<file path="config.mk">
export PLATFORM = sky130hd
export DESIGN_NAME = cascade_out_ctrl
export DESIGN_NICKNAME = d
export VERILOG_FILES = /design/src/rtl/sipo_pkg.sv /design/src/rtl/sipo_datapath.sv /design/src/rtl/sipo_control.sv /design/src/rtl/cascade_out_ctrl.sv
export SDC_FILE = /design/constraint.sdc
export NUM_CORES = 1
export LEC_CHECK = 0
export ABC_CLOCK_PERIOD_IN_PS = 2050
export BUFFER_PORTS_ARGS = -buffer_cell sky130_fd_sc_hd__buf_2
export CAP_MARGIN = 20
export CORE_MARGIN = 5
export CORE_UTILIZATION = 35
export DETAILED_ROUTE_END_ITERATION = 10
export GPL_ROUTABILITY_DRIVEN = 0
export GPL_TIMING_DRIVEN = 0
export SKIP_CTS_REPAIR_TIMING = 1
export SLEW_MARGIN = 0
export SYNTH_ARGS = -nofsm -noshare
export SYNTH_HDL_FRONTEND = slang
export SYNTH_SLANG_ARGS = --single-unit
export TNS_END_PERCENT = 20
</file>
<file path="constraint.sdc">
create_clock -name clk -period 2.05 [get_ports clk]
set_input_delay 0.205 -clock clk [delete_from_list [all_inputs] [get_ports clk]]
set_output_delay 0.205 -clock clk [all_outputs]
set_load 0.1 [all_outputs]
</file>
<file path="src/rtl/sipo_pkg.sv">
package sipo_pkg;

  // Width of the frame bit position carried from control to datapath.
  localparam int unsigned POS_W = 8;

  // Register addresses.
  localparam logic [1:0] ADDR_IMAGE = 2'd0;
  localparam logic [1:0] ADDR_MASK  = 2'd1;
  localparam logic [1:0] ADDR_EDGE  = 2'd2;
  localparam logic [1:0] ADDR_OVR   = 2'd3;

  typedef enum logic [1:0] {
    ST_IDLE  = 2'd0,
    ST_SHIFT = 2'd1,
    ST_STORE = 2'd2
  } frameState_t;

  // Strobes from the control to the datapath.
  typedef struct packed {
    logic             load;      // capture the effective image, frame begins
    logic             active;    // frame in progress
    logic             shifting;  // bit slots running
    logic [POS_W-1:0] bitPos;    // image bit on the data line
  } ctrlStrobe_t;

endpackage

</file>
<file path="src/rtl/sipo_datapath.sv">
module sipo_datapath
  import sipo_pkg::*;
#(
  parameter int unsigned GROUPS  = 3,
  parameter int unsigned GROUP_W = 8,
  parameter int unsigned DSL_W   = 2,
  parameter int unsigned PHYA_W  = 3,
  parameter int unsigned PHYB_W  = 3,
  parameter logic [GROUPS*GROUP_W-1:0] RESET_IMAGE = '0,
  parameter logic [GROUPS-1:0]         RESET_MASK  = '1,
  localparam int unsigned IMG_W = GROUPS * GROUP_W,
  localparam int unsigned OVR_W = DSL_W + PHYA_W + PHYB_W
) (
  input  logic              clk,
  input  logic              rstN,
  input  logic              wrEn,
  input  logic [1:0]        wrAddr,
  input  logic [IMG_W-1:0]  wrData,
  input  logic [DSL_W-1:0]  dslStat,
  input  logic [PHYA_W-1:0] phyAStat,
  input  logic [PHYB_W-1:0] phyBStat,
  input  ctrlStrobe_t       ctrl,
  output logic              frameReq,
  output logic [GROUPS-1:0] liveMask,
  output logic              liveRising,
  output logic              serData
);

  logic [IMG_W-1:0] swImage;
  logic [IMG_W-1:0] effImg;
  logic [IMG_W-1:0] lastSent;
  logic [IMG_W-1:0] frameImg;
  logic [OVR_W-1:0] ovrEn;
  logic [OVR_W-1:0] hwVec;

  // The three sources sit next to each other from bit 0 upward.
  assign hwVec = {phyBStat, phyAStat, dslStat};

  // Register port
  always_ff @(posedge clk) begin
    if (!rstN) begin
      swImage    <= RESET_IMAGE;
      liveMask   <= RESET_MASK;
      liveRising <= 1'b0;
      ovrEn      <= '0;
    end else if (wrEn) begin
      case (wrAddr)
        ADDR_IMAGE: swImage    <= wrData;
        ADDR_MASK:  liveMask   <= wrData[GROUPS-1:0];
        ADDR_EDGE:  liveRising <= wrData[0];
        ADDR_OVR:   ovrEn      <= wrData[OVR_W-1:0];
        default:    ;
      endcase
    end
  end

  // Bitwise override mux, one lane per overridable bit
  for (genvar k = 0; k < IMG_W; k++) begin : g_lane
    if (k < OVR_W) begin : g_ovr
      assign effImg[k] = ovrEn[k] ? hwVec[k] : swImage[k];
    end else begin : g_sw
      assign effImg[k] = swImage[k];
    end
  end

  assign frameReq = (effImg != lastSent);

  // Frame snapshot and last-sent record
  always_ff @(posedge clk) begin
    if (!rstN) begin
      lastSent <= RESET_IMAGE;
      frameImg <= RESET_IMAGE;
    end else if (ctrl.load) begin
      lastSent <= effImg;
      frameImg <= effImg;
    end
  end

  // Serial bit select
  always_comb begin
    serData = 1'b0;
    if (ctrl.shifting) begin
      for (int k = 0; k < IMG_W; k++) begin
        if (ctrl.bitPos == POS_W'(k)) serData = frameImg[k];
      end
    end
  end

  AST_DATA_HOLDS_IN_SLOT: assert property (@(posedge clk) disable iff (!rstN) ctrl.shifting && $past(ctrl.shifting) && $stable(ctrl.bitPos) |-> $stable(serData));
  AST_FRAME_FROZEN: assert property (@(posedge clk) disable iff (!rstN) ctrl.active && $past(ctrl.active) |-> $stable(frameImg));
  AST_REQ_CLEARS_ON_LOAD: assert property (@(posedge clk) disable iff (!rstN) ctrl.load && !(wrEn && wrAddr == ADDR_IMAGE) && !(wrEn && wrAddr == ADDR_OVR) && $stable(hwVec) |=> $stable(hwVec) -> !frameReq);

endmodule

</file>
<file path="src/rtl/sipo_control.sv">
module sipo_control
  import sipo_pkg::*;
#(
  parameter int unsigned GROUPS      = 3,
  parameter int unsigned GROUP_W     = 8,
  parameter int unsigned HALF_PERIOD = 4,
  localparam int unsigned GRP_W = (GROUPS > 1) ? $clog2(GROUPS) : 1,
  localparam int unsigned BIT_W = (GROUP_W > 1) ? $clog2(GROUP_W) : 1,
  localparam int unsigned SLOT  = 2 * HALF_PERIOD,
  localparam int unsigned PH_W  = (SLOT > 1) ? $clog2(SLOT) : 1
) (
  input  logic              clk,
  input  logic              rstN,
  input  logic              frameReq,
  input  logic [GROUPS-1:0] liveMask,
  input  logic              liveRising,
  output ctrlStrobe_t       ctrl,
  output logic              serClk,
  output logic              storeStrobe,
  output logic              busy
);

  frameState_t       state;
  logic [PH_W-1:0]   phase;
  logic [BIT_W-1:0]  bitIdx;
  logic [GRP_W-1:0]  grp;
  logic [GROUPS-1:0] maskSnap;
  logic              risingSnap;
  logic              phaseLast;
  logic [GRP_W:0]    firstPick;
  logic [GRP_W:0]    nextPick;
  logic              idleLvl;

  // Highest enabled group below lim: {found, index}
  function automatic logic [GRP_W:0] pickGroup(input logic [GROUPS-1:0] m, input int lim);
    logic [GRP_W:0] r;
    r = '0;
    for (int g = 0; g < GROUPS; g++) begin
      if (m[g] && g < lim) r = {1'b1, GRP_W'(g)};
    end
    return r;
  endfunction

  assign phaseLast = (phase == PH_W'(SLOT - 1));
  assign firstPick = pickGroup(liveMask, GROUPS);
  assign nextPick  = pickGroup(maskSnap, int'(grp));

  always_ff @(posedge clk) begin
    if (!rstN) begin
      state      <= ST_IDLE;
      phase      <= '0;
      bitIdx     <= '0;
      grp        <= '0;
      maskSnap   <= '0;
      risingSnap <= 1'b0;
    end else begin
      case (state)
        ST_IDLE: begin
          if (frameReq) begin
            maskSnap   <= liveMask;
            risingSnap <= liveRising;
            phase      <= '0;
            bitIdx     <= BIT_W'(GROUP_W - 1);
            grp        <= firstPick[GRP_W-1:0];
            state      <= firstPick[GRP_W] ? ST_SHIFT : ST_STORE;
          end
        end
        ST_SHIFT: begin
          phase <= phaseLast ? '0 : phase + 1'b1;
          if (phaseLast) begin
            if (bitIdx == '0) begin
              if (nextPick[GRP_W]) begin
                grp    <= nextPick[GRP_W-1:0];
                bitIdx <= BIT_W'(GROUP_W - 1);
              end else begin
                state <= ST_STORE;
              end
            end else begin
              bitIdx <= bitIdx - 1'b1;
            end
          end
        end
        ST_STORE: begin
          phase <= phaseLast ? '0 : phase + 1'b1;
          if (phaseLast) state <= ST_IDLE;
        end
        default: state <= ST_IDLE;
      endcase
    end
  end

  assign busy        = (state != ST_IDLE);
  assign storeStrobe = (state == ST_STORE);
  assign idleLvl     = (state == ST_IDLE) ? ~liveRising : ~risingSnap;
  assign serClk      = (state == ST_SHIFT && phase >= PH_W'(HALF_PERIOD)) ? ~idleLvl : idleLvl;

  always_comb begin
    ctrl.load     = (state == ST_IDLE) && frameReq;
    ctrl.active   = busy;
    ctrl.shifting = (state == ST_SHIFT);
    ctrl.bitPos   = POS_W'(grp) * POS_W'(GROUP_W) + POS_W'(bitIdx);
  end

  // Count of sampling edges in the current frame, used by the checks below.
  logic [POS_W-1:0] edgeCnt;
  always_ff @(posedge clk) begin
    if (!rstN) edgeCnt <= '0;
    else if (ctrl.load) edgeCnt <= '0;
    else if (state == ST_SHIFT && phase == PH_W'(HALF_PERIOD)) edgeCnt <= edgeCnt + 1'b1;
  end

  AST_STORE_CLK_QUIET: assert property (@(posedge clk) disable iff (!rstN) storeStrobe && $past(storeStrobe) |-> $stable(serClk));
  AST_EDGE_COUNT: assert property (@(posedge clk) disable iff (!rstN) $rose(storeStrobe) |-> int'(edgeCnt) == GROUP_W * $countones(maskSnap));
  AST_REQ_STARTS_FRAME: assert property (@(posedge clk) disable iff (!rstN) frameReq && !busy |=> busy);
  AST_STORE_ENDS_BUSY: assert property (@(posedge clk) disable iff (!rstN) $fell(busy) |-> $past(storeStrobe));

endmodule

</file>
<file path="src/rtl/cascade_out_ctrl.sv">
module cascade_out_ctrl
  import sipo_pkg::*;
#(
  parameter int unsigned GROUPS      = 3,
  parameter int unsigned GROUP_W     = 8,
  parameter int unsigned HALF_PERIOD = 4,
  parameter int unsigned DSL_W       = 2,
  parameter int unsigned PHYA_W      = 3,
  parameter int unsigned PHYB_W      = 3,
  parameter logic [GROUPS*GROUP_W-1:0] RESET_IMAGE = '0,
  parameter logic [GROUPS-1:0]         RESET_MASK  = '1,
  localparam int unsigned IMG_W = GROUPS * GROUP_W
) (
  input  logic              clk,
  input  logic              rstN,
  input  logic              wrEn,
  input  logic [1:0]        wrAddr,
  input  logic [IMG_W-1:0]  wrData,
  input  logic [DSL_W-1:0]  dslStat,
  input  logic [PHYA_W-1:0] phyAStat,
  input  logic [PHYB_W-1:0] phyBStat,
  output logic              serData,
  output logic              serClk,
  output logic              storeStrobe,
  output logic              busy
);

  ctrlStrobe_t       ctrl;
  logic              frameReq;
  logic [GROUPS-1:0] liveMask;
  logic              liveRising;

  sipo_datapath #(
    .GROUPS(GROUPS), .GROUP_W(GROUP_W),
    .DSL_W(DSL_W), .PHYA_W(PHYA_W), .PHYB_W(PHYB_W),
    .RESET_IMAGE(RESET_IMAGE), .RESET_MASK(RESET_MASK)
  ) u_dp (
    .clk(clk), .rstN(rstN),
    .wrEn(wrEn), .wrAddr(wrAddr), .wrData(wrData),
    .dslStat(dslStat), .phyAStat(phyAStat), .phyBStat(phyBStat),
    .ctrl(ctrl), .frameReq(frameReq), .liveMask(liveMask),
    .liveRising(liveRising), .serData(serData)
  );

  sipo_control #(
    .GROUPS(GROUPS), .GROUP_W(GROUP_W), .HALF_PERIOD(HALF_PERIOD)
  ) u_ctl (
    .clk(clk), .rstN(rstN),
    .frameReq(frameReq), .liveMask(liveMask), .liveRising(liveRising),
    .ctrl(ctrl), .serClk(serClk), .storeStrobe(storeStrobe), .busy(busy)
  );

endmodule

</file>
==> results of run 1 <==
registers in the layout, summed over array words and instances, names as in the netlist:
| name | count |
|---|---|
| u_dp.ovrEn | 8 |
| u_ctl.maskSnap | 3 |
| u_ctl.phase | 3 |
| u_ctl.state | 2 |
| u_ctl.risingSnap | 1 |
| u_ctl.bitIdx | 3 |
| u_dp.lastSent | 24 |
| u_dp.liveRising | 1 |
| u_dp.swImage | 24 |
| u_ctl.grp | 2 |
| u_dp.liveMask | 3 |
per-stage QoR:
step	utilization, %	setup WS [ns]	hold WS [ns]
floorplan	-	-0.133	0.330
global placement	39.8	-0.675	0.442
detailed placement	39.8	-0.683	0.447
CTS	42.1	-1.12	0.0685
global route	45.6	-0.464	0.0642
finish	45.6	-0.369	0.0812
power groups by stage:
| stage | registers, uW | logic [uW] | clock network [uW] |
|---|---|---|---|
| 3_3_place_gp | 1820 | 2020 | 0 |
| 3_5_place_dp | 1830 | 2070 | 0 |
| 6_report | 1860 | 2580 | 1370 |
| 2_1_floorplan | 1780 | 1620 | 0 |
| 4_1_cts | 1790 | 2090 | 1400 |
| 5_1_grt | 1890 | 2790 | 1460 |
cells by family after synthesis:
| family | after synthesis | synth area share, % |
|---|---|---|
| simple gates | 169 | 21.4 |
| mux | 23 | 6.16 |
| buf+inv | 47 | 4.99 |
| compound gates | 109 | 18.5 |
| xor+xnor | 25 | 5.86 |
| fa+ha+maj | 10 | 3.35 |
| flops | 74 | 39.7 |
routing by layer:
| metal | up-vias | GRT usage (%) | wire [um] |
|---|---|---|---|
| li1 | 1703 | - | - |
| met1 | 1596 | 19.0 | 4410 |
| met2 | 87 | 24.6 | 4610 |
| met3 | 20 | 4.33 | 529 |
| met4 | 0 | 6.01 | 246 |
| met5 | - | 0 | 0 |
critical path, stage by stage (launching register included):
cell                       delay (ns)
sky130_fd_sc_hd__dfxtp_4         0.40
sky130_fd_sc_hd__inv_4           0.06
sky130_fd_sc_hd__ha_4            0.19
sky130_fd_sc_hd__buf_8           0.14
sky130_fd_sc_hd__nor2_4          0.09
sky130_fd_sc_hd__o211ai_1        0.11
sky130_fd_sc_hd__a311oi_2        0.36
sky130_fd_sc_hd__nand4_1         0.20
sky130_fd_sc_hd__nand2_4         0.13
sky130_fd_sc_hd__buf_12          0.17
final cells by class:
type	count	area (um2)	area share [%]
multi-input combinational	336	2310	48.8
sequential	74	1500	31.7
timing repair buffer	47	285	6.04
tap	136	170	3.60
buffer	27	155	3.28
clock buffer	10	128	2.70
clock inverter	6	114	2.41
inverter	17	68.8	1.46
Yosys cell counts, drive strengths merged, types with 2 or more instances:
library cell / n / area share, %
mux2i: 23 / 6.2
a311oi: 2 / 0.47
a21oi: 40 / 5.4
o32ai: 2 / 0.47
buf: 7 / 0.97
ha: 10 / 3.4
nand2: 94 / 9.4
xnor2: 25 / 5.9
nor2: 22 / 2.2
nor3b: 3 / 0.60
and3: 2 / 0.33
dfxtp: 74 / 40
o21ai: 25 / 3.4
o22ai: 4 / 0.67
a211oi: 9 / 1.8
o221a: 2 / 0.60
nand3b: 4 / 0.80
inv: 17 / 1.7
o21bai: 2 / 0.40
nand3: 24 / 3.2
clkbuf: 23 / 2.3
a31oi: 5 / 1.0
a21o: 2 / 0.40
nand4: 7 / 1.6
nor4: 4 / 1.6
a2111oi: 3 / 0.70
nand2b: 3 / 0.50
nor2b: 2 / 0.33
o31ai: 3 / 1.0
o21a: 3 / 0.60
path summary, 6_finish.rpt:
kind	from	to	slack (ns)	cells past startpoint
worst max-delay path	u_ctl.bitIdx[1]$_SDFFE_PN0P_	serData	-0.37	9
worst min-delay path	wrData[12]	u_dp.swImage[12]$_SDFFE_PN0P_	0.08	3
worst max register to register	u_dp.lastSent[22]$_SDFFE_PN0P_	u_ctl.bitIdx[0]$_SDFFE_PN0P_	-0.02	7
worst min register to register	u_dp.swImage[1]$_SDFFE_PN0P_	u_dp.swImage[1]$_SDFFE_PN0P_	0.46	2
==> reports/results.ini, run 1 <==
[floorplanning]
floorplan.die.width_um = 113
fp-row-count = 37
core_um2 = 10400
floorplan.io_pins = 41
die_area_um2 = 12800
chipHeight_um = 113
initial_utilization_pct = 36.0

[detailed_routing]
avgRoutedWirePerCell_um = 15.0
viasPerCell = 5.22
firstDrtPassIters = 8
remaining_drc_errors = 0
drt_wl_total_mm = 9.80
drt_iter0_markers = 189
vias = 3406
antenna_left = 0

[sta]
final_min_period_over_clock_period_pct = 118
report.final.hold_viol_count = 0
finClkSkew_ns = 0.0100
finalWorstPathRequiredPeriod_ns = 2.42
setup_repair_after_global_routing_missed_its_margin = yes
setup-tns-final_ns = -0.414
worst_slew_margin_rel_pct = 44.3
fmax_mhz = 413
timing_max_transition_violations_final = 0
worst_slack_ns = -0.369
setup_violations = 3
worstMarginPinSlew_ns = 0.833

[clock_network]
clock_tree.root_cell = sky130_fd_sc_hd__clkbuf_8
insertion_delay_ns = 0.35
cts_tree = built
numCtsBuffers = 9
cts.reportedPaths.clkPinSlew_ns = 0.08
cts.path.max_buffers = 2
tritoncts_num_sinks = 74
cts.htree.levels = 3

[synth]
synth-main-ff-cell = sky130_fd_sc_hd__dfxtp_1
synthesis.area_um2 = 3730
syn_nets = 504
seq_area_frac_synth_pct = 39.7
synth.lib_cells_used.distinct = 48
synth-edff-count = 0
syn_area_per_cell_um2 = 8.17
synthCells = 457
synthesis.yosys.warnings = 0
yosys_register_bits = 74
postSynth.asyncResetShare_pct = 0

[finish]
area_growth_pct = 26.5
layout.cells.most_common_list = 93 x sky130_fd_sc_hd__nand2_1, 64 x sky130_fd_sc_hd__dfxtp_1, 38 x sky130_fd_sc_hd__buf_2
finalNetCount = 559
antenna-diode-count = 0
final_cells = 653
final_common_cell = sky130_fd_sc_hd__nand2_1
post_route_cells_drive_above_1_share_pct = 24.0
final.fill_count = 1031
stdcell_area_um2 = 4730

[worst_setup_path]
worstPathRequired_ns = 1.85
critical_path_endpoint_category = primary output
criticalPathCategory = flip-flop to primary output
critPathMaxFanout = 9
critPathLaunchType = flip-flop
worstPathArrival_ns = 2.21

[global_routing]
grt.overflow.total = 0
grt.total_usage_pct = 15.2
first_pass_grt_wire_length_mm = 15.6
largest_net_degree_at_the_start_of_global_routing = 14
antenna_found_initial = 0
first_global_vias = 3269

[placement]
detailed_place_hpwl_mm = 7.29
io_buffer_count = 39
placedCellCount = 632
detailed_place.area_um2 = 4130

[power]
swShare_pct = 39.3
total_power_consumption_of_the_routed_design_uw = 5810
peakVddDrop_uv = 667
power_frac_comb_pct = 44.4
internal_power_uw = 3530
p_leak_uw = 0.00175
switching_power_summed_over_all_nets_uw = 2280
power_per_cell_area_nw_per_um2 = 1230
seq_power_share_pct = 32.1
clockPowerShare_pct = 23.6

[hold_path]
hold_path.class = primary input to flip-flop

[status]
violated_checks = negative setup slack
outcome = finished with violations

[job]
max_cap_viol_count = 0

Note: power is estimated with default switching activity, not from simulation.
==> inputs of run 2 (changes only) <==
- SKIP_CTS_REPAIR_TIMING: 1 -> not set
==> reports/results.ini, run 2 (synthesized netlist as in run 1, its figures left out) <==
[status]
outcome = finished with violations  ; unchanged
violated_checks = negative setup slack  ; unchanged

[sta]
finClkSkew_ns = 0.00919  ; was 0.0100 ns
final_min_period_over_clock_period_pct = 116  ; was 118%
timing_max_transition_violations_final = 0  ; unchanged
fmax_mhz = 419  ; was 413 MHz
setup-tns-final_ns = -0.335  ; was -0.414 ns
finalWorstPathRequiredPeriod_ns = 2.39  ; was 2.42 ns
report.final.hold_viol_count = 0  ; unchanged
worstMarginPinSlew_ns = 0.821  ; was 0.833 ns
setup_violations = 1  ; was 3
worst_slack_ns = -0.335  ; was -0.369 ns
worst_slew_margin_rel_pct = 45.2  ; was 44.3%
worst_hold_slack_ns = 0.0863  ; was 0.0812 ns
setup_repair_after_global_routing_missed_its_margin = yes  ; unchanged

[clock_network]
numCtsBuffers = 9  ; unchanged
cts.path.max_buffers = 2  ; unchanged
cts_tree = built  ; unchanged
tritoncts_num_sinks = 74  ; unchanged
clock_tree.root_cell = sky130_fd_sc_hd__clkbuf_8  ; unchanged
cts.htree.levels = 3  ; unchanged
cts.reportedPaths.clkPinSlew_ns = 0.08  ; about the same
insertion_delay_ns = 0.35  ; about the same

[floorplanning]
floorplan.io_pins = 41  ; unchanged
core_um2 = 10400  ; unchanged
fp-row-count = 37  ; unchanged
initial_utilization_pct = 36.0  ; unchanged
die_area_um2 = 12800  ; unchanged
floorplan.die.width_um = 113  ; unchanged
chipHeight_um = 113  ; unchanged

[global_routing]
antenna_found_initial = 0  ; unchanged
first_global_vias = 3285  ; was 3,269
grt.overflow.total = 0  ; unchanged
first_pass_grt_wire_length_mm = 15.8  ; was 15.6 mm
grt.total_usage_pct = 15.4  ; was 15.2%
largest_net_degree_at_the_start_of_global_routing = 14  ; unchanged

[finish]
finalNetCount = 563  ; was 559
area_growth_pct = 27.0  ; was 26.5%
multiInputGateArea_um2 = 2290  ; was 2310 um2
reg.largest.list = u_dp.lastSent: 24 flops, u_dp.swImage: 24 flops, u_dp.ovrEn: 8 flops  ; unchanged
final_common_cell = sky130_fd_sc_hd__nand2_1  ; unchanged
post_route_cells_drive_above_1_share_pct = 22.5  ; was 24.0%
layout.cells.most_common_list = 93 x sky130_fd_sc_hd__nand2_1, 70 x sky130_fd_sc_hd__dfxtp_1, 38 x sky130_fd_sc_hd__a21oi_1  ; was 93 x sky130_fd_sc_hd__nand2_1, 64 x sky130_fd_sc_hd__dfxtp_1, 38 x sky130_fd_sc_hd__buf_2
final.fill_count = 1015  ; was 1,031
antenna-diode-count = 0  ; unchanged
layout.area.seq_um2 = 1490  ; was 1500 um2

[worst_setup_path]
critPathLaunchType = flip-flop  ; unchanged
worstPathRequired_ns = 1.85  ; about the same
criticalPathCategory = flip-flop to primary output  ; unchanged
critPathMaxFanout = 4  ; was 9
worstPathArrival_ns = 2.18  ; was 2.21 ns
critical_path_endpoint_category = primary output  ; unchanged

[detailed_routing]
antenna_left = 0  ; unchanged
drt_wl_total_mm = 9.90  ; was 9.80 mm
vias = 3438  ; was 3,406
remaining_drc_errors = 0  ; unchanged
firstDrtPassIters = 6  ; was 8
viasPerCell = 5.23  ; was 5.22
drt_iter0_markers = 224  ; was 189
avgRoutedWirePerCell_um = 15.1  ; was 15.0 um

[job]
max_cap_viol_count = 0  ; unchanged

[placement]
detailed_place_hpwl_mm = 7.29  ; unchanged
place_ws_ns = -0.683  ; unchanged
io_buffer_count = 39  ; unchanged

[power]
p_leak_uw = 0.00175  ; about the same
power_per_cell_area_nw_per_um2 = 1240  ; was 1230 nW/um2
peakVddDrop_uv = 684  ; was 667 uV
total_power_consumption_of_the_routed_design_uw = 5870  ; was 5810 uW

[hold_path]
hold_path.class = primary input to flip-flop  ; unchanged

==> run 2: cell types whose count changed in the layout (fill, tap and decap cells not counted), sizes merged <==
cell / delta
clkbuf: +2
buf: +2
==> run 2: path summary, 6_finish.rpt <==
| check | from | endpoint | slack, ns | cells past startpoint |
|---|---|---|---|---|
| min reg2reg | u_dp.swImage[0]$_SDFFE_PN0P_ | u_dp.swImage[0]$_SDFFE_PN0P_ | 0.46 | 2 |
| max reg2reg | u_dp.ovrEn[7]$_SDFFE_PN0P_ | u_ctl.bitIdx[0]$_SDFFE_PN0P_ | 0.07 | 7 |
| max | u_ctl.bitIdx[1]$_SDFFE_PN0P_ | serData | -0.34 | 10 |
| min | wrData[10] | u_dp.swImage[10]$_SDFFE_PN0P_ | 0.09 | 3 |
==> run 2: critical path, cell delays in order, from the launching register on <==
cell and delay (ns):
sky130_fd_sc_hd__dfxtp_4 0.39, sky130_fd_sc_hd__inv_4 0.06, sky130_fd_sc_hd__ha_4 0.17, sky130_fd_sc_hd__buf_6 0.12
sky130_fd_sc_hd__a2111oi_4 0.30, sky130_fd_sc_hd__nor3b_2 0.08, sky130_fd_sc_hd__a31oi_1 0.19, sky130_fd_sc_hd__a31oi_1 0.11
sky130_fd_sc_hd__nand4_1 0.15, sky130_fd_sc_hd__nand2_4 0.08, sky130_fd_sc_hd__buf_12 0.17
==> run 2: per-stage QoR <==
stage	cell area [um2]	utilization [%]	cells
final	4740	45.8	657
after global routing	4740	45.8	657
after CTS	4610	44.4	652
after detailed placement	4130	39.8	632
after global placement	4130	39.8	632
after floorplan	3760	-	457
==> run 2: metal layers <==
| metal | global-route usage, % | vias to the layer above | wire length, um |
|---|---|---|---|
| met2 | 25.0 | 102 | 4660 |
| met5 | 0 | - | 0 |
| li1 | - | 1706 | - |
| met3 | 4.22 | 23 | 554 |
| met1 | 19.4 | 1607 | 4470 |
| met4 | 5.93 | 0 | 218 |
==> run 2: final cells by class <==
class | instances | area share, %
plain buffers | 27 | 3.43
well taps | 136 | 3.59
flip-flops and latches | 74 | 31.4
inverters | 17 | 1.40
repair buffers | 51 | 6.80
clock inverters | 6 | 2.40
multi-input cells | 336 | 48.3
clock buffers | 10 | 2.69
==> run 2: timing repair <==
action                                  CTS  global route
setup buffers                             5             6
endpoints found under the setup margin   37            31
gates resized for setup                  53            34
hold buffers                              0             0
pin swaps                                 9            13
gates cloned                              1             0
==> run 2: where the power goes <==
group          switching, uW  internal (uW)
sequential               205           1640
combinational           1540           1120
clock                    551            813
total                   2300           3570
